### config.mk
export PLATFORM = sky130hd
export DESIGN_NAME = snand_seq
export DESIGN_NICKNAME = d
export VERILOG_FILES = /design/src/rtl/snand_pkg.sv /design/src/rtl/snand_byte_shifter.sv /design/src/rtl/snand_poll_timer.sv /design/src/rtl/snand_seq.sv
export SDC_FILE = /design/constraint.sdc
export NUM_CORES = 1
export LEC_CHECK = 0
export BUFFER_PORTS_ARGS = -buffer_cell sky130_fd_sc_hd__buf_2
export CAP_MARGIN = 20
export CORE_MARGIN = 2
export CORE_UTILIZATION = 53
export DETAILED_ROUTE_END_ITERATION = 6
export PLACE_DENSITY = 0.77
export SLEW_MARGIN = 25
export SYNTH_ARGS = -nofsm -noshare
export SYNTH_HDL_FRONTEND = slang
export SYNTH_SLANG_ARGS = --single-unit
### constraint.sdc
create_clock -name clk -period 2.7 [get_ports clk]
set_input_delay 0.54 -clock clk [delete_from_list [all_inputs] [get_ports clk]]
set_output_delay 0.54 -clock clk [all_outputs]
set_load 0.02 [all_outputs]
### src/rtl/snand_pkg.sv
`timescale 1ns/1ps
package snand_pkg;
    typedef enum logic [2:0] {
        OP_PAGE_READ = 3'd0,
        OP_PAGE_PROG = 3'd1,
        OP_RAND_PROG = 3'd2,
        OP_BLK_ERASE = 3'd3,
        OP_READ_ID   = 3'd4
    } req_op_e;

    typedef enum logic [3:0] {
        STP_LOAD, STP_WREN, STP_EXEC, STP_FETCH, STP_POLL,
        STP_BUFRD, STP_ERASE, STP_ID, STP_FIN
    } step_e;

    typedef enum logic [2:0] {
        T_IDLE, T_HDR, T_WR, T_RD, T_GAP, T_END
    } tstate_e;

    localparam logic [7:0] CMD_LOAD    = 8'h02;
    localparam logic [7:0] CMD_RLOAD   = 8'h84;
    localparam logic [7:0] CMD_WREN    = 8'h06;
    localparam logic [7:0] CMD_EXEC    = 8'h10;
    localparam logic [7:0] CMD_FETCH   = 8'h13;
    localparam logic [7:0] CMD_GETFEAT = 8'h0F;
    localparam logic [7:0] FEAT_STATUS = 8'hC0;
    localparam logic [7:0] CMD_BUFRD   = 8'h03;
    localparam logic [7:0] CMD_ERASE   = 8'hD8;
    localparam logic [7:0] CMD_ID      = 8'h9F;

    localparam int ST_BUSY  = 0;
    localparam int ST_EFAIL = 2;
    localparam int ST_PFAIL = 3;
endpackage

### src/rtl/snand_byte_shifter.sv
`timescale 1ns/1ps
module snand_byte_shifter (
    input  logic       clk,
    input  logic       rst_n,
    input  logic       start,
    input  logic [7:0] tx_byte,
    output logic       busy,
    output logic       done,
    output logic [7:0] rx_byte,
    output logic       sclk,
    output logic       mosi,
    input  logic       miso
);
    logic [7:0] tx_q;
    logic [2:0] bit_q;
    logic       ph_q;

    always_ff @(posedge clk or negedge rst_n) begin
        if (!rst_n) begin
            busy    <= 1'b0;
            done    <= 1'b0;
            tx_q    <= '0;
            rx_byte <= '0;
            bit_q   <= '0;
            ph_q    <= 1'b0;
        end else begin
            done <= 1'b0;
            if (!busy) begin
                if (start) begin
                    busy  <= 1'b1;
                    tx_q  <= tx_byte;
                    bit_q <= '0;
                    ph_q  <= 1'b0;
                end
            end else if (!ph_q) begin
                ph_q <= 1'b1;
            end else begin
                ph_q    <= 1'b0;
                rx_byte <= {rx_byte[6:0], miso};
                tx_q    <= {tx_q[6:0], 1'b0};
                bit_q   <= bit_q + 3'd1;
                if (bit_q == 3'd7) begin
                    busy <= 1'b0;
                    done <= 1'b1;
                end
            end
        end
    end

    assign sclk = ph_q;
    assign mosi = tx_q[7];

    // data line holds while the clock is high
    p_mosi_steady_r1: assert property (@(posedge clk) disable iff (!rst_n)
        $rose(sclk) |-> $stable(mosi));
endmodule

### src/rtl/snand_poll_timer.sv
`timescale 1ns/1ps
module snand_poll_timer #(
    parameter int TMO_W = 24
) (
    input  logic             clk,
    input  logic             rst_n,
    input  logic             clr,
    input  logic             run,
    input  logic [TMO_W-1:0] limit,
    output logic             expired
);
    logic [TMO_W-1:0] cnt_q;

    always_ff @(posedge clk or negedge rst_n) begin
        if (!rst_n)                cnt_q <= '0;
        else if (clr)              cnt_q <= '0;
        else if (run && !expired)  cnt_q <= cnt_q + 1'b1;
    end

    assign expired = (cnt_q >= limit);

    // once the budget is spent it stays spent until cleared
    p_expiry_sticky_r9: assert property (@(posedge clk) disable iff (!rst_n)
        (expired && !clr && $stable(limit)) |=> expired);
endmodule

### src/rtl/snand_seq.sv
`timescale 1ns/1ps
module snand_seq
    import snand_pkg::*;
#(
    parameter int ROW_W = 16,
    parameter int COL_W = 12,
    parameter int LEN_W = 12,
    parameter int TMO_W = 24
) (
    input  logic             clk,
    input  logic             rst_n,
    input  logic             req_valid,
    output logic             req_ready,
    input  logic [2:0]       req_op,
    input  logic [ROW_W-1:0] req_row,
    input  logic [COL_W-1:0] req_col,
    input  logic [LEN_W-1:0] req_len,
    input  logic [7:0]       wr_data,
    output logic             wr_take,
    output logic [7:0]       rd_data,
    output logic             rd_valid,
    input  logic [TMO_W-1:0] poll_limit,
    output logic             done,
    output logic             fail,
    output logic             tmo,
    output logic             spi_sclk,
    output logic             spi_cs_n,
    output logic             spi_mosi,
    input  logic             spi_miso
);
    tstate_e          state_q, state_d;
    step_e            step_q, step_d, first_c, next_c;
    req_op_e          op_q;
    logic [LEN_W-1:0] idx_q, idx_d, len_q, dcnt_c;
    logic [15:0]      row16, col16;
    logic [ROW_W-1:0] row_q;
    logic [COL_W-1:0] col_q;
    logic [2:0]       hlen_c;
    logic [7:0]       hbyte_c, eng_tx, eng_rx;
    logic             eng_start, eng_busy, eng_done, in_frame, tmr_exp;
    logic             st_busy_q, st_efail_q, st_pfail_q, fail_q, tmo_q;
    logic             accept;

    assign row16  = 16'(row_q);
    assign col16  = 16'(col_q);
    assign accept = req_valid && (state_q == T_IDLE);

    // header bytes and data count per step
    always_comb begin
        hlen_c  = 3'd4;
        hbyte_c = 8'h00;
        dcnt_c  = '0;
        unique case (step_q)
            STP_LOAD: begin
                hlen_c = 3'd3;
                dcnt_c = len_q;
                unique case (idx_q[1:0])
                    2'd0:    hbyte_c = (op_q == OP_RAND_PROG) ? CMD_RLOAD : CMD_LOAD;
                    2'd1:    hbyte_c = col16[15:8];
                    default: hbyte_c = col16[7:0];
                endcase
            end
            STP_WREN: begin hlen_c = 3'd1; hbyte_c = CMD_WREN; end
            STP_EXEC, STP_FETCH, STP_ERASE: begin
                unique case (idx_q[1:0])
                    2'd0:    hbyte_c = (step_q == STP_EXEC)  ? CMD_EXEC :
                                       (step_q == STP_FETCH) ? CMD_FETCH : CMD_ERASE;
                    2'd1:    hbyte_c = 8'h00;
                    2'd2:    hbyte_c = row16[15:8];
                    default: hbyte_c = row16[7:0];
                endcase
            end
            STP_POLL: begin
                hlen_c  = 3'd2;
                dcnt_c  = LEN_W'(1);
                hbyte_c = idx_q[0] ? FEAT_STATUS : CMD_GETFEAT;
            end
            STP_BUFRD: begin
                dcnt_c = len_q;
                unique case (idx_q[1:0])
                    2'd0:    hbyte_c = CMD_BUFRD;
                    2'd1:    hbyte_c = col16[15:8];
                    2'd2:    hbyte_c = col16[7:0];
                    default: hbyte_c = 8'h00;
                endcase
            end
            STP_ID: begin
                hlen_c  = 3'd2;
                dcnt_c  = LEN_W'(2);
                hbyte_c = idx_q[0] ? 8'h00 : CMD_ID;
            end
            default: hlen_c = 3'd1;
        endcase
    end

    // step ordering
    always_comb begin
        unique case (req_op_e'(req_op))
            OP_PAGE_READ:               first_c = STP_FETCH;
            OP_PAGE_PROG, OP_RAND_PROG: first_c = STP_LOAD;
            OP_BLK_ERASE:               first_c = STP_WREN;
            OP_READ_ID:                 first_c = STP_ID;
            default:                    first_c = STP_FIN;
        endcase
        unique case (step_q)
            STP_LOAD:  next_c = STP_WREN;
            STP_WREN:  next_c = (op_q == OP_BLK_ERASE) ? STP_ERASE : STP_EXEC;
            STP_EXEC, STP_FETCH, STP_ERASE: next_c = STP_POLL;
            STP_POLL:  next_c = (op_q == OP_PAGE_READ) ? STP_BUFRD : STP_FIN;
            default:   next_c = STP_FIN;
        endcase
    end

    // next state
    always_comb begin
        state_d = state_q;
        step_d  = step_q;
        idx_d   = idx_q;
        unique case (state_q)
            T_IDLE: if (req_valid) begin
                step_d  = first_c;
                idx_d   = '0;
                state_d = (first_c == STP_FIN) ? T_END : T_HDR;
            end
            T_HDR: if (eng_done) begin
                if ((idx_q + 1'b1) == LEN_W'(hlen_c)) begin
                    idx_d = '0;
                    if (dcnt_c == '0)            state_d = T_GAP;
                    else if (step_q == STP_LOAD) state_d = T_WR;
                    else                         state_d = T_RD;
                end else idx_d = idx_q + 1'b1;
            end
            T_WR, T_RD: if (eng_done) begin
                if ((idx_q + 1'b1) == dcnt_c) begin
                    idx_d   = '0;
                    state_d = T_GAP;
                end else idx_d = idx_q + 1'b1;
            end
            T_GAP: begin
                if (step_q == STP_POLL && st_busy_q) begin
                    state_d = tmr_exp ? T_END : T_HDR;
                end else if (next_c == STP_FIN) begin
                    state_d = T_END;
                end else begin
                    step_d  = next_c;
                    state_d = T_HDR;
                end
            end
            T_END:   state_d = T_IDLE;
            default: state_d = T_IDLE;
        endcase
    end

    // state register
    always_ff @(posedge clk or negedge rst_n) begin
        if (!rst_n) begin
            state_q <= T_IDLE;
            step_q  <= STP_FIN;
            idx_q   <= '0;
        end else begin
            state_q <= state_d;
            step_q  <= step_d;
            idx_q   <= idx_d;
        end
    end

    // request fields, status and results
    always_ff @(posedge clk or negedge rst_n) begin
        if (!rst_n) begin
            op_q <= OP_PAGE_READ;
            row_q <= '0; col_q <= '0; len_q <= '0;
            st_busy_q <= 1'b0; st_efail_q <= 1'b0; st_pfail_q <= 1'b0;
            fail_q <= 1'b0; tmo_q <= 1'b0;
            rd_data <= '0; rd_valid <= 1'b0;
        end else begin
            rd_valid <= 1'b0;
            if (accept) begin
                op_q <= req_op_e'(req_op);
                row_q <= req_row; col_q <= req_col; len_q <= req_len;
                st_busy_q <= 1'b0; fail_q <= 1'b0; tmo_q <= 1'b0;
            end
            if (state_q == T_RD && eng_done) begin
                if (step_q == STP_POLL) begin
                    st_busy_q  <= eng_rx[ST_BUSY];
                    st_efail_q <= eng_rx[ST_EFAIL];
                    st_pfail_q <= eng_rx[ST_PFAIL];
                end else begin
                    rd_data  <= eng_rx;
                    rd_valid <= 1'b1;
                end
            end
            if (state_q == T_GAP && step_q == STP_POLL) begin
                if (st_busy_q) tmo_q <= tmr_exp;
                else if (op_q == OP_PAGE_PROG || op_q == OP_RAND_PROG) fail_q <= st_pfail_q;
                else if (op_q == OP_BLK_ERASE) fail_q <= st_efail_q;
            end
        end
    end

    // outputs
    always_comb begin
        in_frame  = (state_q == T_HDR) || (state_q == T_WR) || (state_q == T_RD);
        eng_start = in_frame && !eng_busy && !eng_done;
        eng_tx    = (state_q == T_HDR) ? hbyte_c : (state_q == T_WR) ? wr_data : 8'h00;
        wr_take   = eng_start && (state_q == T_WR);
        spi_cs_n  = !in_frame;
        req_ready = (state_q == T_IDLE);
        done      = (state_q == T_END);
        fail      = fail_q;
        tmo       = tmo_q;
    end

    snand_byte_shifter u_shift (
        .clk(clk), .rst_n(rst_n), .start(eng_start), .tx_byte(eng_tx),
        .busy(eng_busy), .done(eng_done), .rx_byte(eng_rx),
        .sclk(spi_sclk), .mosi(spi_mosi), .miso(spi_miso)
    );

    snand_poll_timer #(.TMO_W(TMO_W)) u_timer (
        .clk(clk), .rst_n(rst_n), .clr(state_q == T_IDLE),
        .run(step_q == STP_POLL), .limit(poll_limit), .expired(tmr_exp)
    );

    // clock parked low outside a frame
    p_sclk_idle_r1: assert property (@(posedge clk) disable iff (!rst_n)
        spi_cs_n |-> !spi_sclk);
    // an accepted request opens a frame on the next cycle
    p_frame_open_r11: assert property (@(posedge clk) disable iff (!rst_n)
        (req_valid && req_ready) |=> !spi_cs_n);
    // completion returns to idle
    p_idle_after_done_r11: assert property (@(posedge clk) disable iff (!rst_n)
        done |=> req_ready);
    // timeout and failure never reported together
    p_err_excl_r9: assert property (@(posedge clk) disable iff (!rst_n)
        done |-> !(fail && tmo));
endmodule

== Yosys cells after proc, flatten, opt, wreduce, memory -nomap -nowiden ==
Cells that the tools add are included.
Widths: inputs -> output; s select.

* Reduce and logical (&&, ||, !) cells: 38
* Add/subtract/negate cells: 3
* $lt $le $gt $ge: 1
* Bitwise gates (word level): 1
* Equal/unequal tests: 34
* Muxes and demuxes: 70

{| class="wikitable"
|+ Operator list
! kind !! number
|-
| $mux 8 || 10
|-
| $pmux 12 s3 || 2
|-
| $mux 12 || 5
|-
| $mux 24 || 2
|-
| $pmux 8 s3 || 2
|-
| $pmux 8 s6 || 1
|-
| $mux 3 || 14
|-
| $pmux 4 s4 || 2
|-
| $add 24x1->24 const B || 1
|-
| $ge 24x24->1 || 1
|-
| $mux 1 || 24
|-
| $eq 3x2->1 const B || 6
|-
| $eq 4x3->1 const B || 4
|-
| $mux 4 || 4
|-
| $pmux 8 s2 || 1
|-
| $add 12x1->12 const B || 1
|-
| $eq 12x12->1 || 1
|-
| $eq 12x3->1 || 1
|-
| $eq 3x3->1 const B || 4
|-
| $logic_not 12->1 || 1
|-
| $ne 2x2->1 const B || 6
|-
| $pmux 3 s4 || 1
|-
| $eq 3x1->1 const B || 3
|-
| $logic_not 3->1 || 3
|-
| other kinds (23) || 47
|}

* Bits of input ports: 79
* Logic and storage cells: 168
* Register bits after elaboration: 122
* Output and inout bits: 17

== Logic depth before layout (Yosys ltp) ==
* Depth after elaboration: 8
* Gate-level depth with buffers: 12
* Mapped depth without buffers: 10

== Cells and area by module ==
From an unflattened synthesis, not the netlist that was laid out.

* Cell total of the unflattened synthesis: 886
* Area total of the unflattened synthesis: 7,767.4 um^2

{| class="wikitable"
|+ By module, submodules not included
! module !! cells an instance !! area an instance (um^2) !! instances
|-
| snand_seq || 571 || 4,667.0 || 1
|-
| snand_poll_timer || 241 || 2,042.0 || 1
|-
| snand_byte_shifter || 74 || 1,058.5 || 1
|}

== Least setup slack after synthesis ==
No wires, ideal clock.

* Kind: input -> register
* From: input poll_limit[5]
* To: register u_timer.cnt_q[15]
* Slack: -0.114 ns
* Buffers on the path: 1
* Data required time: 2.618 ns
* Setup time: 0.082 ns
* Cell stages on the path: 11
* Data arrival time: 2.732 ns
* Cells stage by stage: inv_1 -> ha_1 -> a21o_1 -> a21o_1 -> a21oi_1 -> o211ai_1 -> a31o_2 -> a2111o_1 -> clkbuf_1 -> or3_1 -> a21oi_1

* Word-level cells in the longest chain between the ends: 4

{| class="wikitable"
|+ Ends and longest elaborated chain
! what !! line !! text
|-
| start: declaration || snand_seq.sv:22 || <nowiki>input logic [TMO_W-1:0] poll_limit,</nowiki>
|-
| $ge 24x24->1 || snand_poll_timer.sv:20 || <nowiki>assign expired = (cnt_q >= limit);</nowiki>
|-
| $logic_not 1->1 || snand_poll_timer.sv:17 || <nowiki>else if (run && !expired) cnt_q <= cnt_q + 1'b1;</nowiki>
|-
| $logic_and 1x1->1 || snand_poll_timer.sv:17 ||
|-
| $reduce_bool 2->1 (no source line) || - ||
|-
| end signal: assignment || snand_poll_timer.sv:17 ||
|-
| end: declaration || snand_poll_timer.sv:12 || <nowiki>logic [TMO_W-1:0] cnt_q;</nowiki>
|}

No other way between the ends.
A chain may end at the register's enable or synchronous reset.

== Worst setup path after layout ==
* From: register step_q[2]
* To: register state_q[0]

* Word-level cells in the longest chain between the ends: 8

{| class="wikitable"
|+ Ends and longest elaborated chain
! what !! line !! text
|-
| start: declaration || snand_seq.sv:32 || <nowiki>step_e step_q, step_d, first_c, next_c;</nowiki>
|-
| start signal: assignment || snand_seq.sv:162 || <nowiki>step_q <= step_d;</nowiki>
|-
| $eq 4x3->1 or $logic_not 4->1 (tied branches) || snand_seq.sv:53, snand_seq.sv:129 ||
|-
| $reduce_or 2->1 (no source line) || - ||
|-
| $pmux 12 s3 || snand_seq.sv:53 || <nowiki>unique case (step_q)</nowiki>
|-
| $logic_not 12->1 || snand_seq.sv:128 || <nowiki>if (dcnt_c == '0) state_d = T_GAP;</nowiki>
|-
| $mux 3 || snand_seq.sv:128 ||
|-
| $mux 3 || snand_seq.sv:126 || <nowiki>if ((idx_q + 1'b1) == LEN_W'(hlen_c)) begin</nowiki>
|-
| $mux 3 || snand_seq.sv:125 || <nowiki>T_HDR: if (eng_done) begin</nowiki>
|-
| $pmux 3 s4 || snand_seq.sv:119 || <nowiki>unique case (state_q)</nowiki>
|-
| end signal: assignment || snand_seq.sv:161 || <nowiki>state_q <= state_d;</nowiki>
|-
| end: declaration || snand_seq.sv:31 || <nowiki>tstate_e state_q, state_d;</nowiki>
|}

Several ways; a longest one is shown, not always the timed one. The select of a mux whose other input is x is not followed.

==> results.toml <==
[timing]
setup_violations = 0
worst_slew_pin_slew_ns = 0.605
fin_skew_ns = 0.00591
period_needed_ns = 2.65
finalHoldViolCount = 0
drv_slew = 0
min_period_over_period_pct = 98.3
rsz0062_at_grt = "true"
maxSlewHeadroom_pct = 59.7
fmax_mhz = 377
whs_ns = 0.121
timing.final.ws_setup_ns = 0.0456

[cts]
cts_tree = "built"
clkTransAtPathRegs_ns = 0.06
cts_buffer_depth = 2
numCtsBuffers = 17
clock-root-buffer = "clkbuf_16"
htree_levels = 4
worstSkewPairLatency_ns = 0.42
clock-sinks = 122

[global_routing]
grt_pass1_wl_um = 30500
grt_pass1_vias = 6388
grt_start_max_net_pins = 48
grt_use_total_pct = 25.7
gr-total-overflow = 0
antenna_found_initial = 0

[critical_path]
crit_chain = "or4b_2 -> a21oi_2 -> xnor2_1 -> nand4b_1 -> nor4_2 -> nand3_2 -> buf_6 -> a22oi_2 -> o32ai_1"
slowest_stage = "or4b_2"
timing.rr.end = "state_q[0]$_DFFE_PN0P_"
r2r_slack_ns = 0.05
worstSetupEndpointType = "flip-flop"
worstPathArrival_ns = 2.95
max_stage_delay_ns = 0.64
crit_type = "reg -> reg"
r2r_cells = 9
cp_max_fo = 5
cp.buffers_inverters = 1
required_ns = 2.99
crit_path_start_kind = "flip-flop"
r2r_start = "step_q[2]$_DFFE_PN0P_"
path_delay_family = "simple AND/OR/NAND/NOR gates"

[floorplanning]
num_rows = 43
die_w_um = 122
die_area_um2 = 15000
die_h_um = 122
start_util_pct = 53.9
ios = 96
core_area_um2 = 13800

[power]
vdd_drop_max_mv = 0.549
power_density_nw_per_um2 = 878
power_leakage_nw = 4.59
power_mw = 8.04

[cells_and_area]
design_area_um2 = 9160
diodes = 0
nets = 1126
final_common_cell = "nand2_1"
regArea_um2 = 3060
drive_gt1_share_pct = 23.0
fill_cells = 1137
area_growth_pct = 23.3
multi_input_area_um2 = 4110
layout_common_cells = "219 x nand2_1, 119 x dfrtp_1, 94 x buf_2"

[synthesis]
synth.avg_cell_area_um2 = 8.45
syn_area_um2 = 7420
ys.flop_type = "dfrtp_1"
synth.distinct_cells = 69
postSynth.asyncResetShare_pct = 100
ys_warn_count = 0
syn_inst = 878
seq_area_frac_synth_pct = 41.1
synth_edf_count = 0
yosysTopAreaCell = "dfrtp_1"
synth_seq_cells = 122
syn-num-nets = 988
ys_top_cells_by_area = "dfrtp_1 41%, nand2_1 11%, ha_1 5.2%"
synth.top_cell.area_share_pct = 40.8

[placed_design]
globalplace.congestion = 0.955
placed_area_um2 = 8440
dpl.hpwl_um = 13200
pre_cts_ws_ns = -0.218
io_buffers = 95

[detailed_routing]
drtIter0Drc = 680
drt-vias-per-instance = 5.79
post_drt_wl_per_cell_um = 15.3
ant_nets = 0
vias = 6994
drc_errors = 0
wl_um = 18500
first_pass_iters = 7

[outcome]
status = "finished, final reports clean"

[job]
cap_violations = 0

[min_path]
hp-class = "in -> async"
[registers in the layout, summed over array words and instances, names as in the netlist, 3 cells and up]
| signal | flops |
|---|---|
| u_timer.cnt_q | 24 |
| row16 | 16 |
| col_q | 12 |
| idx_q | 12 |
| len_q | 12 |
| rd_data | 8 |
| u_shift.rx_byte | 8 |
| u_shift.tx_q | 8 |
| step_q | 4 |
| op_q | 3 |
| state_q | 3 |
| u_shift.bit_q | 3 |
[power breakdown]
part	switching, mW	total, mW	internal (mW)
Clock	0.827	2.22	1.40
Combinational	1.80	3.02	1.22
Sequential	0.470	2.80	2.33
Total	3.09	8.04	4.95
[layout make-up]
class,count,area share (%)
tap,180,2.46
multi-input combinational,666,44.9
clock buffer,20,4.99
clock inverter,11,1.33
timing repair buffer,164,11.1
sequential,122,33.4
inverter,45,1.85
[stage by stage]
stage | util, % | TNS (ns) | instances
final | 66.5 | 0 | 1208
after global routing | 66.5 | -0.513 | 1208
after CTS | 65.5 | 0 | 1203
after detailed placement | 61.3 | -1.68 | 1172
after global placement | 61.3 | -0.898 | 1172
after floorplan | - | 0 | 878
[worst reg2reg max path, cell delays in order (launching register included)]
cell	delay, ns
dfrtp_1	0.44
or4b_2	0.64
a21oi_2	0.16
xnor2_1	0.13
nand4b_1	0.17
nor4_2	0.34
nand3_2	0.18
buf_6	0.17
a22oi_2	0.21
o32ai_1	0.10
[kinds of logic (layout without fill, tap and decap cells)]
group | Yosys count | after routing | synth area share [%]
flops | 122 | 122 | 41.1
fa+ha+maj | 32 | 32 | 5.36
compound gates | 195 | 195 | 18.0
simple gates | 395 | 395 | 24.5
xor+xnor | 23 | 23 | 3.27
mux | 21 | 21 | 3.00
buf+inv | 90 | 240 | 4.75
[synth_stat cells, types with 7 or more instances]
cell,count
a211oi_1,7
a21o_1,13
a21oi_1,41
a221oi_1,10
a22oi_1,9
and3_1,13
buf_2,9
clkbuf_1,32
dfrtp_1,121
ha_1,31
inv_1,45
mux2_2,10
mux2i_1,11
nand2_1,219
nand2b_1,12
nand3_1,15
nand4_1,23
nor2_1,49
nor3_1,12
nor4_1,9
o211ai_1,8
o21ai_0,44
or3_1,10
xnor2_1,14
[timing repair]
action | 4_1_cts | 5_1_grt
hold endpoints to repair | 0 | 0
setup endpoints to repair | 0 | 26
gates resized for setup | 0 | 24
setup buffers | 0 | 5
hold buffers | 0 | 0
[worst max path at each step]
| stage | startpoint | endpoint | slack, ns | cells past startpoint |
|---|---|---|---|---|
| 2_1_floorplan | poll_limit[5] | u_timer.cnt_q[15]$_DFFE_PN0P_ | 0.02 | 11 |
| 3_5_place_dp | poll_limit[5] | u_timer.cnt_q[9]$_DFFE_PN0P_ | -0.22 | 11 |
| 4_1_cts | idx_q[0]$_DFFE_PN0P_ | idx_q[4]$_DFFE_PN0P_ | 0.009 | 9 |
| 6_report | step_q[2]$_DFFE_PN0P_ | state_q[0]$_DFFE_PN0P_ | 0.05 | 9 |
| 3_3_place_gp | poll_limit[0] | u_timer.cnt_q[7]$_DFFE_PN0P_ | -0.13 | 10 |
| 5_1_grt | idx_q[0]$_DFFE_PN0P_ | state_q[2]$_DFFE_PN0P_ | -0.07 | 12 |
[metal layers]
metal | global-route usage (%) | part of all wire (%)
met1 | 35.7 | 46
met2 | 40.3 | 47
met3 | 5.62 | 5.7
met4 | 7.76 | 1.7
met5 | 0 | 0
No activity file was read; power rests on OpenSTA's default activity.
